--- config.mk ---
export PLATFORM = sky130hd
export DESIGN_NAME = spm_top
export DESIGN_NICKNAME = d
export VERILOG_FILES = /design/src/rtl/spm_pkg.sv /design/src/rtl/spm_edge_sync.sv /design/src/rtl/spm_shifter.sv /design/src/rtl/spm_power_ctrl.sv /design/src/rtl/spm_top.sv
export SDC_FILE = /design/constraint.sdc
export NUM_CORES = 1
export LEC_CHECK = 0
export BUFFER_PORTS_ARGS = -buffer_cell sky130_fd_sc_hd__buf_2
export CAP_MARGIN = 20
export CELL_PAD_IN_SITES_DETAIL_PLACEMENT = 1
export CELL_PAD_IN_SITES_GLOBAL_PLACEMENT = 1
export CORE_AREA = 2 2 76 78
export CTS_CLUSTER_SIZE = 40
export DETAILED_ROUTE_END_ITERATION = 6
export DIE_AREA = 0 0 78 80
export GPL_TIMING_DRIVEN = 0
export PLACE_DENSITY = 0.8
export SYNTH_ARGS = -nofsm -noshare
export SYNTH_HDL_FRONTEND = slang
export SYNTH_HIERARCHICAL = 1
export SYNTH_SLANG_ARGS = --single-unit
--- constraint.sdc ---
create_clock -name clk -period 1.9 [get_ports clk]
set_clock_uncertainty 0.05 [all_clocks]
set_input_delay 0.57 -clock clk [delete_from_list [all_inputs] [get_ports clk]]
set_output_delay 0.57 -clock clk [all_outputs]
set_load 0.1 [all_outputs]
--- src/rtl/spm_pkg.sv ---
package spm_pkg;
  typedef enum logic [1:0] {
    PM_ON   = 2'd0,
    PM_OFF  = 2'd1,
    PM_WAKE = 2'd2
  } pm_state_t;
endpackage

--- src/rtl/spm_edge_sync.sv ---
module spm_edge_sync #(
  parameter logic INIT = 1'b1
) (
  input  logic clk,
  input  logic rst,
  input  logic d_i,
  output logic rise_o,
  output logic fall_o
);
  // two synchronizing stages plus one history stage for edge detection
  logic [2:0] pipe_q;

  always_ff @(posedge clk) begin
    if (rst) pipe_q <= {3{INIT}};
    else     pipe_q <= {pipe_q[1:0], d_i};
  end

  assign rise_o = pipe_q[1] & ~pipe_q[2];
  assign fall_o = ~pipe_q[1] & pipe_q[2];
endmodule

--- src/rtl/spm_shifter.sv ---
module spm_shifter #(
  parameter int DATA_W    = 12,
  parameter int FRAME_LEN = 16,
  parameter int CNT_W     = $clog2(FRAME_LEN + 1)
) (
  input  logic              clk,
  input  logic              rst,
  input  logic              cs_fall_i,
  input  logic              cs_rise_i,
  input  logic              sclk_fall_i,
  input  logic [DATA_W-1:0] sample_i,
  output logic [CNT_W-1:0]  cnt_o,
  output logic              in_frame_o,
  output logic              step_o,
  output logic              sdata_o,
  output logic              sdata_en_o
);
  localparam logic [CNT_W-1:0] LAST = CNT_W'(FRAME_LEN - 1);
  localparam logic [CNT_W-1:0] FULL = CNT_W'(FRAME_LEN);

  logic [FRAME_LEN-1:0] sh_q;
  logic [CNT_W-1:0]     cnt_q;
  logic                 in_frame_q;
  logic                 en_q;

  assign step_o = in_frame_q && sclk_fall_i && !cs_rise_i && (cnt_q < FULL);

  always_ff @(posedge clk) begin
    if (rst) begin
      sh_q       <= '0;
      cnt_q      <= '0;
      in_frame_q <= 1'b0;
      en_q       <= 1'b0;
    end else if (cs_fall_i) begin
      sh_q       <= FRAME_LEN'(sample_i);
      cnt_q      <= '0;
      in_frame_q <= 1'b1;
      en_q       <= 1'b1;
    end else if (cs_rise_i) begin
      in_frame_q <= 1'b0;
      en_q       <= 1'b0;
    end else if (step_o) begin
      cnt_q <= cnt_q + CNT_W'(1);
      sh_q  <= {sh_q[FRAME_LEN-2:0], 1'b0};
      if (cnt_q == LAST) en_q <= 1'b0;
    end
  end

  assign cnt_o      = cnt_q;
  assign in_frame_o = in_frame_q;
  assign sdata_o    = sh_q[FRAME_LEN-1];
  assign sdata_en_o = en_q;

  assert_frame_open_R1: assert property (@(posedge clk) disable iff (rst)
    cs_fall_i |=> (en_q && cnt_q == '0));
  assert_release_on_rise_R2: assert property (@(posedge clk) disable iff (rst)
    cs_rise_i |=> !en_q);
  assert_release_at_end_R2: assert property (@(posedge clk) disable iff (rst)
    (step_o && cnt_q == LAST) |=> !en_q);
endmodule

--- src/rtl/spm_power_ctrl.sv ---
module spm_power_ctrl
  import spm_pkg::*;
#(
  parameter int FRAME_LEN = 16,
  parameter int DOWN_EDGE = 2,
  parameter int WAKE_EDGE = 10,
  parameter int QUIET_CYC = 8,
  parameter int PWRUP_CYC = 100,
  parameter int CNT_W     = $clog2(FRAME_LEN + 1)
) (
  input  logic             clk,
  input  logic             rst,
  input  logic             cs_fall_i,
  input  logic             cs_rise_i,
  input  logic             step_i,
  input  logic [CNT_W-1:0] cnt_i,
  input  logic             in_frame_i,
  input  logic             sdata_en_i,
  output logic             powered_o,
  output logic             valid_o,
  output logic             viol_o
);
  localparam int PU_W = $clog2(PWRUP_CYC + 1);
  localparam int Q_W  = $clog2(QUIET_CYC + 1);
  localparam logic [CNT_W-1:0] LAST   = CNT_W'(FRAME_LEN - 1);
  localparam logic [CNT_W-1:0] DN_LO  = CNT_W'(DOWN_EDGE);
  localparam logic [CNT_W-1:0] UP_LO  = CNT_W'(WAKE_EDGE);
  localparam logic [CNT_W-1:0] WK_HIT = CNT_W'(WAKE_EDGE - 1);

  pm_state_t       state_q;
  logic [PU_W-1:0] pu_q;
  logic [Q_W-1:0]  quiet_q;
  logic            ok_q, valid_q, viol_q;
  logic            release_w;

  assign release_w = sdata_en_i && (cs_rise_i || (step_i && cnt_i == LAST));

  always_ff @(posedge clk) begin
    if (rst) begin
      state_q <= PM_ON;
      pu_q    <= '0;
      quiet_q <= '0;
      ok_q    <= 1'b0;
      valid_q <= 1'b0;
      viol_q  <= 1'b0;
    end else begin
      valid_q <= 1'b0;
      viol_q  <= 1'b0;
      if (pu_q != '0) pu_q <= pu_q - PU_W'(1);
      if (release_w)  quiet_q <= Q_W'(QUIET_CYC);
      else if (quiet_q != '0) quiet_q <= quiet_q - Q_W'(1);
      if (cs_fall_i) begin
        viol_q <= (quiet_q != '0);
        ok_q   <= (state_q == PM_ON) && (pu_q == '0);
      end
      if (step_i && cnt_i == LAST) valid_q <= ok_q;
      unique case (state_q)
        PM_ON: begin
          if (cs_rise_i && in_frame_i && cnt_i >= DN_LO && cnt_i < UP_LO)
            state_q <= PM_OFF;
        end
        PM_OFF: begin
          if (cs_fall_i) state_q <= PM_WAKE;
        end
        PM_WAKE: begin
          if (cs_rise_i) begin
            state_q <= PM_OFF;
          end else if (step_i && cnt_i == WK_HIT) begin
            state_q <= PM_ON;
            pu_q    <= PU_W'(PWRUP_CYC);
            ok_q    <= 1'b0;
          end
        end
        default: state_q <= PM_ON;
      endcase
    end
  end

  assign powered_o = (state_q == PM_ON);
  assign valid_o   = valid_q;
  assign viol_o    = viol_q;

  assert_glitch_stays_on_R3: assert property (@(posedge clk) disable iff (rst)
    (state_q == PM_ON && cs_rise_i && cnt_i < DN_LO) |=> state_q == PM_ON);
  assert_late_abort_on_R5: assert property (@(posedge clk) disable iff (rst)
    (state_q == PM_ON && cs_rise_i && cnt_i >= UP_LO) |=> state_q == PM_ON);
  assert_early_rise_sleeps_R6: assert property (@(posedge clk) disable iff (rst)
    (state_q == PM_WAKE && cs_rise_i) |=> state_q == PM_OFF);
  assert_valid_only_on_R8: assert property (@(posedge clk) disable iff (rst)
    valid_q |-> (state_q == PM_ON && pu_q == '0));
  assert_quiet_flag_R9: assert property (@(posedge clk) disable iff (rst)
    (cs_fall_i && quiet_q != '0) |=> viol_q);
endmodule

--- src/rtl/spm_top.sv ---
module spm_top #(
  parameter int DATA_W    = 12,
  parameter int FRAME_LEN = 16,
  parameter int DOWN_EDGE = 2,
  parameter int WAKE_EDGE = 10,
  parameter int QUIET_CYC = 8,
  parameter int PWRUP_CYC = 100
) (
  input  logic              clk,
  input  logic              rst,
  input  logic              cs_n,
  input  logic              sclk,
  input  logic [DATA_W-1:0] sample_i,
  output logic              sdata_o,
  output logic              sdata_oe_o,
  output logic              powered_o,
  output logic              data_valid_o,
  output logic              quiet_viol_o
);
  localparam int CNT_W = $clog2(FRAME_LEN + 1);
  localparam int N_IN  = 2;   // channel 0: select, channel 1: serial clock

  logic [N_IN-1:0] raw_w, rise_w, fall_w;
  logic [CNT_W-1:0] cnt_w;
  logic in_frame_w, step_w;

  assign raw_w = {sclk, cs_n};

  for (genvar g = 0; g < N_IN; g++) begin : g_sync
    spm_edge_sync #(.INIT(1'b1)) u_sync (
      .clk(clk), .rst(rst), .d_i(raw_w[g]),
      .rise_o(rise_w[g]), .fall_o(fall_w[g])
    );
  end

  spm_shifter #(.DATA_W(DATA_W), .FRAME_LEN(FRAME_LEN), .CNT_W(CNT_W)) u_shift (
    .clk(clk), .rst(rst),
    .cs_fall_i(fall_w[0]), .cs_rise_i(rise_w[0]), .sclk_fall_i(fall_w[1]),
    .sample_i(sample_i), .cnt_o(cnt_w), .in_frame_o(in_frame_w),
    .step_o(step_w), .sdata_o(sdata_o), .sdata_en_o(sdata_oe_o)
  );

  spm_power_ctrl #(
    .FRAME_LEN(FRAME_LEN), .DOWN_EDGE(DOWN_EDGE), .WAKE_EDGE(WAKE_EDGE),
    .QUIET_CYC(QUIET_CYC), .PWRUP_CYC(PWRUP_CYC), .CNT_W(CNT_W)
  ) u_pwr (
    .clk(clk), .rst(rst),
    .cs_fall_i(fall_w[0]), .cs_rise_i(rise_w[0]), .step_i(step_w),
    .cnt_i(cnt_w), .in_frame_i(in_frame_w), .sdata_en_i(sdata_oe_o),
    .powered_o(powered_o), .valid_o(data_valid_o), .viol_o(quiet_viol_o)
  );

  // rise_w[1] is used only through the generate loop; unused otherwise by design
  logic unused_w;
  assign unused_w = rise_w[1];
endmodule

==> results of run 1 <==
==> metal layers <==
metal	up-vias	global-route usage	wire (um)
met4	0	0.0474	54
met2	20	0.278	2320
met5	-	0	0
li1	870	-	-
met1	833	0.200	2130
met3	6	0.0407	110
==> flip-flops by register name, summed over array words and instances, names as in the netlist <==
register	cells
g_sync.u_sync/pipe_q	6
u_pwr/ok_q	1
u_pwr/pu_q	7
u_pwr/quiet_q	4
u_pwr/state_q	2
u_pwr/valid_o	1
u_pwr/viol_o	1
u_shift/cnt_o	5
u_shift/in_frame_o	1
u_shift/sdata_en_o	1
u_shift/sh_q	16
==> final timing paths <==
check / startpoint / to / slack (ns) / cells past startpoint
max: u_pwr/state_q[0] / powered_o / 0.08 / 2
min: g_sync[0].u_sync/pipe_q[0] / g_sync[0].u_sync/pipe_q[1] / 0.36 / 1
max reg2reg: g_sync[0].u_sync/pipe_q[1] / u_pwr/quiet_q[1] / 0.15 / 7
min reg2reg: g_sync[0].u_sync/pipe_q[0] / g_sync[0].u_sync/pipe_q[1] / 0.36 / 1
==> where the power goes <==
group          leakage (nW)  switching (mW)  internal [mW]  total, mW
clock                0.0574           0.334          0.428      0.762
combinational         0.513           0.422          0.373      0.794
sequential            0.368           0.114           1.07       1.19
total                 0.938           0.870           1.87       2.74
==> layout make-up <==
| class | count | area (sq um) | share of cell area |
|---|---|---|---|
| Timing Repair Buffer | 23 | 123 | 0.0507 |
| Clock buffer | 6 | 82.6 | 0.0341 |
| Inverter | 20 | 80.1 | 0.0331 |
| Tap cell | 72 | 90.1 | 0.0372 |
| Sequential cell | 45 | 902 | 0.373 |
| Clock inverter | 2 | 37.5 | 0.0155 |
| Multi-Input combinational cell | 153 | 1050 | 0.432 |
| Buffer | 10 | 58.8 | 0.0243 |
==> through the flow <==
| step | setup WS, ns | cell area, sq um |
|---|---|---|
| floorplan | 0.0738 | 2070 |
| global placement | -0.172 | 2260 |
| detailed placement | -0.196 | 2260 |
| CTS | 0.0237 | 2410 |
| global route | 0.0130 | 2420 |
| finish | 0.0804 | 2420 |
==> timing repair <==
item | CTS | global route
setup buffers | 3 | 0
pin swaps | 2 | 2
gates resized for setup | 1 | 3
setup endpoints to repair | 7 | 2
==> reports/metrics.yaml, run 1 <==
power:
  p_leak_nw: 0.938
  finalPower_mw: 2.74
  p_per_area_nw_per_um2: 1130
  vdd_drop_max_mv: 0.423
placed_design:
  dp.cells: 320
  gp_congestion: 0.827
  dp_hpwl_mm: 3.34
  io_buffers: 20
layout:
  final_common_cell: "dfxtp_1"
  drive_above_1_share: 0.224
  areaGrowthSynthToFinish_pct: 16.9
  layout_common_cells: "dfxtp_1, nor3_1, buf_2"
  n_antenna_cell: 0
  fill_cells: 652
  instances_no_fill: 331
  nets: 280
  utilization: 0.448
route:
  antenna_left: 0
  drt_first_pass_iters: 4
  first_iter_violations: 56
  vias: 1729
  wl_per_cell_um: 13.9
  viasPerCell: 5.22
  wl_mm: 4.62
  drcViolationCount: 0
sta:
  slew_headroom: 0.606
  worst_pin_slew_ns: 0.590
  post-route-period-util: 0.958
  timing.fmax_mhz: 550
  min_period_ns: 1.82
  whs_ns: 0.361
  finalSetupViolations: 0
  fin_setup_tns_ns: 0
  timing_max_transition_violations_final: 0
  rsz0062_at_grt: "no"
  finalHoldViolCount: 0
global_route:
  grt_pass1_wl_mm: 8.01
  grt_overflow_total: 0
  antenna_found_initial: 0
  grt.total_usage: 0.162
  grt_pass1_vias: 1756
  grt_max_degree: 15
outcome:
  run_status: "completed"
setup_path:
  crit_path_end_kind: "primary output"
  crit_type: "reg2out"
  slowest_delay_ns: 0.42
  arrival_ns: 1.20
  crit_buf_inv: 1
  crit_fanout: 7
  cp_top_family: "buffers and inverters"
  crit_required_ns: 1.28
  cp-start-kind: "flip-flop"
  worst_path_max_delay_cell: "buf_2"
  worstPathCellList: "nor2_2 > buf_2"
logic_synthesis:
  synth_area_sq_um: 2070
  syn_avg_cell_area_sq_um: 9.08
  synth_warnings: 6
  synthCells: 228
  syn_nets: 250
clock_tree:
  clkSinkCount: 45
  clkLatencyLatePin_ns: 0.30
  cts_tree: "done"
  h-tree-depth: 2
  cts_buffers: 5
  clockBufferDepth: 2
  cts_hold_buf: 0
  root_buffer: "clkbuf_8"
  path_clk_slew_ns: 0.09
floorplanning:
  die_y_um: 80
  io_pins: 21
  initial_core_util: 0.383
  num_rows: 27
  die_w_um: 78
  fp.dieArea_sq_um: 6240
  core-area_sq_um: 5410
run:
  max_cap_viol_count: 0
worst_hold_path:
  hp-class: "reg2reg"
(Power assumes the default switching activity.)
==> inputs of run 2 (changes only) <==
--- a/config.mk
+++ b/config.mk
@@ -7,14 +7,12 @@
 export LEC_CHECK = 0
 export BUFFER_PORTS_ARGS = -buffer_cell sky130_fd_sc_hd__buf_2
 export CAP_MARGIN = 20
-export CELL_PAD_IN_SITES_DETAIL_PLACEMENT = 1
-export CELL_PAD_IN_SITES_GLOBAL_PLACEMENT = 1
-export CORE_AREA = 2 2 76 78
+export CORE_AREA = 2 2 71 73
 export CTS_CLUSTER_SIZE = 40
 export DETAILED_ROUTE_END_ITERATION = 6
-export DIE_AREA = 0 0 78 80
+export DIE_AREA = 0 0 73 75
 export GPL_TIMING_DRIVEN = 0
-export PLACE_DENSITY = 0.8
+export PLACE_DENSITY = 0.73
 export SYNTH_ARGS = -nofsm -noshare
 export SYNTH_HDL_FRONTEND = slang
 export SYNTH_HIERARCHICAL = 1
==> run 2 against run 1 <==
Effect of this change:
- sequential power hardly changed
- utilization is 7.0 points higher
- count of clock-buffer cells in the layout is 1 lower
==> reports/metrics.yaml, run 2 (synthesized netlist as in run 1, its figures left out) <==
outcome:
  run_status: "completed"  # unchanged
setup_path:
  arrival_ns: 1.19  # was 1.20 ns
  crit_path_end_kind: "primary output"  # unchanged
  slowest_delay_ns: 0.42  # about the same
  crit_buf_inv: 1  # unchanged
  cp-start-kind: "flip-flop"  # unchanged
  worstPathCellList: "nor2_2 > buf_2"  # unchanged
  worst_path_max_delay_cell: "buf_2"  # unchanged
  crit_required_ns: 1.28  # about the same
  cp_top_family: "buffers and inverters"  # unchanged
  crit_type: "reg2out"  # unchanged
  rrSetupSlack_ns: 0.09  # was 0.15 ns
  crit_fanout: 6  # was 7
layout:
  final_common_cell: "dfxtp_1"  # unchanged
  fin_area_sq_um: 2410  # was 2420 sq um
  instances_no_fill: 315  # was 331
  largest_reg_flops: 16  # unchanged
  nets: 283  # was 280
  largestRegisters: "u_shift/sh_q: 16 flops, u_pwr/pu_q: 7 flops, g_sync.u_sync/pipe_q: 6 flops"  # unchanged
  drive_above_1_share: 0.234  # was 0.224
  largest-register: "u_shift/sh_q"  # unchanged
  n_antenna_cell: 0  # unchanged
  utilization: 0.518  # was 0.448
  layout_common_cells: "dfxtp_1, nor3_1, buf_2"  # unchanged
  areaGrowthSynthToFinish_pct: 16.6  # was 16.9%
clock_tree:
  clkLatencyLatePin_ns: 0.29  # was 0.30 ns
  cts_buffers: 5  # unchanged
  cts_tree: "done"  # unchanged
  root_buffer: "clkbuf_8"  # unchanged
  clockBufferDepth: 2  # unchanged
  cts_hold_buf: 0  # unchanged
  h-tree-depth: 2  # unchanged
  clkSinkCount: 45  # unchanged
  path_clk_slew_ns: 0.08  # was 0.09 ns
sta:
  slew_headroom: 0.637  # was 0.606
  whs_ns: 0.363  # was 0.361 ns
  timing.fmax_mhz: 552  # was 550 MHz
  timing_max_transition_violations_final: 0  # unchanged
  worst_slack_ns: 0.0879  # was 0.0804 ns
  finalHoldViolCount: 0  # unchanged
  rsz0062_at_grt: "no"  # unchanged
  fin_setup_tns_ns: 0  # unchanged
  post-route-period-util: 0.954  # was 0.958
  worst_pin_slew_ns: 0.544  # was 0.590 ns
  finalSetupViolations: 0  # unchanged
  min_period_ns: 1.81  # was 1.82 ns
global_route:
  grt_max_degree: 14  # was 15
  grt.total_usage: 0.161  # was 0.162
  grt_overflow_total: 0  # unchanged
  grt_pass1_vias: 1555  # was 1756
  grt_pass1_wl_mm: 6.78  # was 8.01 mm
  antenna_found_initial: 0  # unchanged
route:
  antenna_left: 0  # unchanged
  viasPerCell: 5.27  # was 5.22
  vias: 1660  # was 1729
  drcViolationCount: 0  # unchanged
  first_iter_violations: 76  # was 56
  wl_per_cell_um: 12.3  # was 13.9 um
  drt_first_pass_iters: 4  # unchanged
  wl_mm: 3.88  # was 4.62 mm
worst_hold_path:
  hp-class: "reg2reg"  # unchanged
floorplanning:
  die_w_um: 73  # was 78 um
  core-area_sq_um: 4660  # was 5410 sq um
  die_y_um: 75  # was 80 um
  initial_core_util: 0.444  # was 0.383
  num_rows: 25  # was 27
  fp.dieArea_sq_um: 5480  # was 6240 sq um
  io_pins: 21  # unchanged
placed_design:
  io_buffers: 20  # unchanged
  dp.cells: 302  # was 320
  place_area_sq_um: 2240  # was 2260 sq um
  dp_hpwl_mm: 2.72  # was 3.34 mm
  gp_congestion: 0.763  # was 0.827
  dpl_worst_slack_ns: -0.178  # was -0.196 ns
power:
  p_per_area_nw_per_um2: 1100  # was 1130 nW/um^2
  finalPower_mw: 2.65  # was 2.74 mW
  p_leak_nw: 0.954  # was 0.938 nW
  vdd_drop_max_mv: 0.620  # was 0.423 mV
run:
  max_cap_viol_count: 0  # unchanged
run 2: cell types whose count changed in the layout (fill, tap and decap cells not counted), sizes merged:
cell	delta
buf	+3
clkbuf	-1
clkinv	+1
clkinvlp	-1
run 2: cell type report:
cell class | count | area (sq um)
Fill cell | 431 | 2250
Multi-Input combinational cell | 153 | 1050
Clock buffer | 5 | 68.8
Timing Repair Buffer | 26 | 145
Buffer | 10 | 58.8
Inverter | 20 | 80.1
Clock inverter | 2 | 35.0
Tap cell | 54 | 67.6
Sequential cell | 45 | 902
run 2: per-layer routing:
layer / global-route usage / share of wire / up-vias
met5: 0 / 0 / -
met4: 0.0700 / 0.0077 / 0
met3: 0.0522 / 0.031 / 2
met2: 0.255 / 0.47 / 24
met1: 0.201 / 0.49 / 755
li1: - / - / 879
run 2: final timing paths:
| kind | from | end | depth (start not counted) |
|---|---|---|---|
| max | u_pwr/state_q[1] | powered_o | 2 |
| min | g_sync[0].u_sync/pipe_q[0] | g_sync[0].u_sync/pipe_q[1] | 1 |
| max reg2reg | g_sync[0].u_sync/pipe_q[1] | u_pwr/pu_q[4] | 8 |
| min reg2reg | g_sync[0].u_sync/pipe_q[0] | g_sync[0].u_sync/pipe_q[1] | 1 |
run 2: power breakdown:
part	total (mW)	internal, mW	switching, mW	leakage [nW]
logic	0.791	0.380	0.411	0.532
clock network	0.688	0.382	0.305	0.0540
registers	1.17	1.07	0.104	0.368
total	2.65	1.83	0.820	0.954
run 2: what timing repair did:
action	CTS	global route
setup endpoints to repair	7	5
resized for setup	2	3
setup buffers	3	3
pin swaps	2	0
==> inputs of run 3 (changes only) <==
--- a/config.mk
+++ b/config.mk
@@ -5,15 +5,14 @@
 export SDC_FILE = /design/constraint.sdc
 export NUM_CORES = 1
 export LEC_CHECK = 0
-export BUFFER_PORTS_ARGS = -buffer_cell sky130_fd_sc_hd__buf_2
+export BUFFER_PORTS_ARGS = -buffer_cell sky130_fd_sc_hd__buf_4
 export CAP_MARGIN = 20
 export CORE_AREA = 2 2 71 73
 export CTS_CLUSTER_SIZE = 40
 export DETAILED_ROUTE_END_ITERATION = 6
 export DIE_AREA = 0 0 73 75
 export GPL_TIMING_DRIVEN = 0
-export PLACE_DENSITY = 0.73
+export PLACE_DENSITY = 0.72
 export SYNTH_ARGS = -nofsm -noshare
 export SYNTH_HDL_FRONTEND = slang
-export SYNTH_HIERARCHICAL = 1
 export SYNTH_SLANG_ARGS = --single-unit
==> run 3 against run 2 <==
Effect of this change:
- sequential share of layout area grew 0.68 points
- critical path type is now reg2reg
- largest power group unchanged
- synthesized cell count fell by 2.2%
- largest cell class unchanged
- die area is the same
- critical endpoint is now u_shift.sh_q[11]
==> reports/metrics.yaml, run 3 <==
floorplanning:
  core-area_sq_um: 4660  # unchanged
  fp.dieArea_sq_um: 5480  # unchanged
  io_pins: 21  # unchanged
  num_rows: 25  # unchanged
  initial_core_util: 0.437  # was 0.444
  die_y_um: 75  # unchanged
  die_w_um: 73  # unchanged
setup_path:
  regToRegEndpoint: "u_shift.sh_q[11]"  # was u_pwr/pu_q[4]
  crit_fanout: 10  # was 6
  arrival_ns: 1.88  # was 1.19 ns
  rrSetupSlack_ns: 0.16  # was 0.09 ns
  r2r-start: "g_sync[0].u_sync.pipe_q[2]"  # was g_sync[0].u_sync/pipe_q[1]
  cp-start-kind: "flip-flop"  # unchanged
  crit_type: "reg2reg"  # was reg2out
  r2r_cells: 7  # was 8
  crit_required_ns: 2.04  # was 1.28 ns
  crit_path_end_kind: "flip-flop"  # was primary output
route:
  drt_first_pass_iters: 4  # unchanged
  viasPerCell: 5.52  # was 5.27
  vias: 1674  # was 1660
  drcViolationCount: 0  # unchanged
  antenna_left: 0  # unchanged
  wl_per_cell_um: 13.3  # was 12.3 um
  first_iter_violations: 68  # was 76
  wl_mm: 4.04  # was 3.88 mm
logic_synthesis:
  synth.distinct_cells: 37
  ys_seq_area_frac: 0.443
  synthCells: 223  # was 228
  ys.flop_type: "dfxtp_1"
  synth_edf_count: 0
  yosysTopAreaCell: "dfxtp_1"
  synth.most_common_cell: "dfxtp_1"
  ys_top_cells_by_area: "dfxtp_1, a21oi_1, o221a_2"
  synthArstFlopShare: 0
  syn_nets: 248  # was 250
  synth_warnings: 0  # was 6
  syn_avg_cell_area_sq_um: 9.12  # was 9.08 sq um
  synth_area_sq_um: 2030  # was 2070 sq um
  synth_commonest_cells: "dfxtp_1, a21oi_1, inv_1, o21ai_0"
  synth-seq-cells: 45
  synth_top_area_share: 0.443
layout:
  nets: 274  # was 283
  areaGrowthSynthToFinish_pct: 16.3  # was 16.6%
  n_antenna_cell: 0  # unchanged
  final_common_cell: "dfxtp_1"  # unchanged
  largest_reg_flops: 16  # unchanged
  layout_common_cells: "dfxtp_1, a21oi_1, inv_1"  # was dfxtp_1, nor3_1, buf_2
  utilization: 0.508  # was 0.518
  drive_above_1_share: 0.217  # was 0.234
  largest-register: "u_shift.sh_q"  # was u_shift/sh_q
  largestRegisters: "u_shift.sh_q: 16 flops, u_pwr.pu_q: 7 flops, g_sync.u_sync.pipe_q: 6 flops"  # was u_shift/sh_q: 16 flops, u_pwr/pu_q: 7 flops, g_sync.u_sync/pipe_q: 6 flops
global_route:
  grt_pass1_wl_mm: 7.09  # was 6.78 mm
  grt_overflow_total: 0  # unchanged
  grt_pass1_vias: 1605  # was 1555
  grt_use_met1: 0.197  # was 0.201
  grt.met3_usage: 0.0415  # was 0.0522
  use_met2: 0.297  # was 0.255
  grt.total_usage: 0.167  # was 0.161
  grt_max_degree: 14  # unchanged
  antenna_found_initial: 0  # unchanged
  grt_busiest_layer: "met2"  # unchanged
clock_tree:
  path_clk_slew_ns: 0.08  # about the same
  root_buffer: "clkbuf_8"  # unchanged
  cts_setup_buffers: 0  # was 3
  h-tree-depth: 2  # unchanged
  clkLatencyLatePin_ns: 0.30  # was 0.29 ns
  cts_buffers: 5  # unchanged
  clkSinkCount: 45  # unchanged
  cts_tree: "done"  # unchanged
  clockBufferDepth: 2  # unchanged
  cts_hold_buf: 0  # unchanged
outcome:
  run_status: "completed"  # unchanged
sta:
  min_period_ns: 1.74  # was 1.81 ns
  worst_pin_slew_ns: 0.563  # was 0.544 ns
  timing_max_transition_violations_final: 0  # unchanged
  rsz0062_at_grt: "no"  # unchanged
  finalHoldViolCount: 0  # unchanged
  timing.fmax_mhz: 576  # was 552 MHz
  post-route-period-util: 0.914  # was 0.954
  whs_ns: 0.362  # was 0.363 ns
  slew_headroom: 0.621  # was 0.637
  finalSetupViolations: 0  # unchanged
  worst_slack_ns: 0.163  # was 0.0879 ns
placed_design:
  dpl_worst_slack_ns: -0.0859  # was -0.178 ns
  dp_hpwl_mm: 2.88  # was 2.72 mm
  gp_congestion: 0.789  # was 0.763
  io_buffers: 19  # was 20
power:
  p_per_area_nw_per_um2: 1080  # was 1100 nW/um^2
  finalPower_mw: 2.55  # was 2.65 mW
  p_leak_nw: 0.938  # was 0.954 nW
  vdd_drop_max_mv: 0.659  # was 0.620 mV
worst_hold_path:
  hp-class: "reg2reg"  # unchanged
  hold_depth: 1  # unchanged
  min_from: "g_sync[0].u_sync.pipe_q[0]"  # was g_sync[0].u_sync/pipe_q[0]
  holdPathEnd: "g_sync[0].u_sync.pipe_q[1]"  # was g_sync[0].u_sync/pipe_q[1]
run:
  max_cap_viol_count: 0  # unchanged
-- run 3: changes by cell type in the layout (fill, tap and decap cells not counted), sizes merged, moves of 9 or more --
cell / previous run / this run
clkbuf: 7 / 16
nor3: 28 / 2
a2111oi: 11 / 2
buf: 34 / 20
nand2: 12 / 1
o221a: 0 / 11
a21oi: 16 / 27
-- run 3: cells by family (layout without fill, tap and decap cells) --
logic type	after synthesis	in the layout	synth area share
muxes	3	3	0.0148
AOI/OAI and AO/OA	64	64	0.210
DFF	45	45	0.443
xor gates and xnor gates	3	3	0.0129
adders and majority gates	9	9	0.0554
buffers and inverters	36	62	0.0670
and+or+nand+nor	63	63	0.197
-- run 3: critical path, cell delays in order, from the launching register on --
cell	delay, ns
dfxtp_1	0.34
inv_1	0.04
ha_1	0.19
clkbuf_2	0.21
clkinvlp_4	0.18
nand3_1	0.11
clkbuf_2	0.20
o221a_2	0.30
-- run 3: per-stage QoR --
step / area [sq um] / TNS (ns) / cells
3_5_place_dp: 2250 / -0.845 / 296
4_1_cts: 2360 / 0 / 303
2_1_floorplan: 2040 / 0 / 223
3_3_place_gp: 2250 / -0.381 / 296
5_1_grt: 2370 / 0 / 303
6_report: 2370 / 0 / 303
-- run 3: worst max path at each step --
stage                                          start          endpoint
after floorplan                     u_pwr.state_q[0]         powered_o
after global placement    g_sync[0].u_sync.pipe_q[1]   u_shift.sh_q[7]
after detailed placement  g_sync[0].u_sync.pipe_q[1]  u_shift.sh_q[11]
after CTS                 g_sync[0].u_sync.pipe_q[2]  u_shift.sh_q[11]
after global routing      g_sync[0].u_sync.pipe_q[1]   u_shift.sh_q[7]
final                     g_sync[0].u_sync.pipe_q[2]  u_shift.sh_q[11]
-- run 3: cell type report --
type,instances,area (sq um)
fill,467,2290
multi-input combinational,142,1010
sequential,45,901
timing repair buffer,19,143
inverter,24,93.8
clock buffer,5,68.8
tap,54,67.6
buffer,12,51.3
clock inverter,2,35.0
-- run 3: layer usage --
layer,wire length (um),share of wire
met3,133,0.033
met4,60,0.015
met5,0,0
met2,1930,0.48
met1,1910,0.47
-- run 3: what timing repair did --
| action | 4_1_cts | 5_1_grt |
|---|---|---|
| setup endpoints to repair | 14 | 11 |
| gates cloned | 0 | 0 |
| hold endpoints to repair | 0 | 0 |
| resized for setup | 2 | 7 |
-- run 3: power breakdown --
part	leakage (nW)	internal, mW	switching [mW]
clock network	0.0540	0.382	0.309
registers	0.368	1.07	0.102
logic	0.517	0.340	0.351
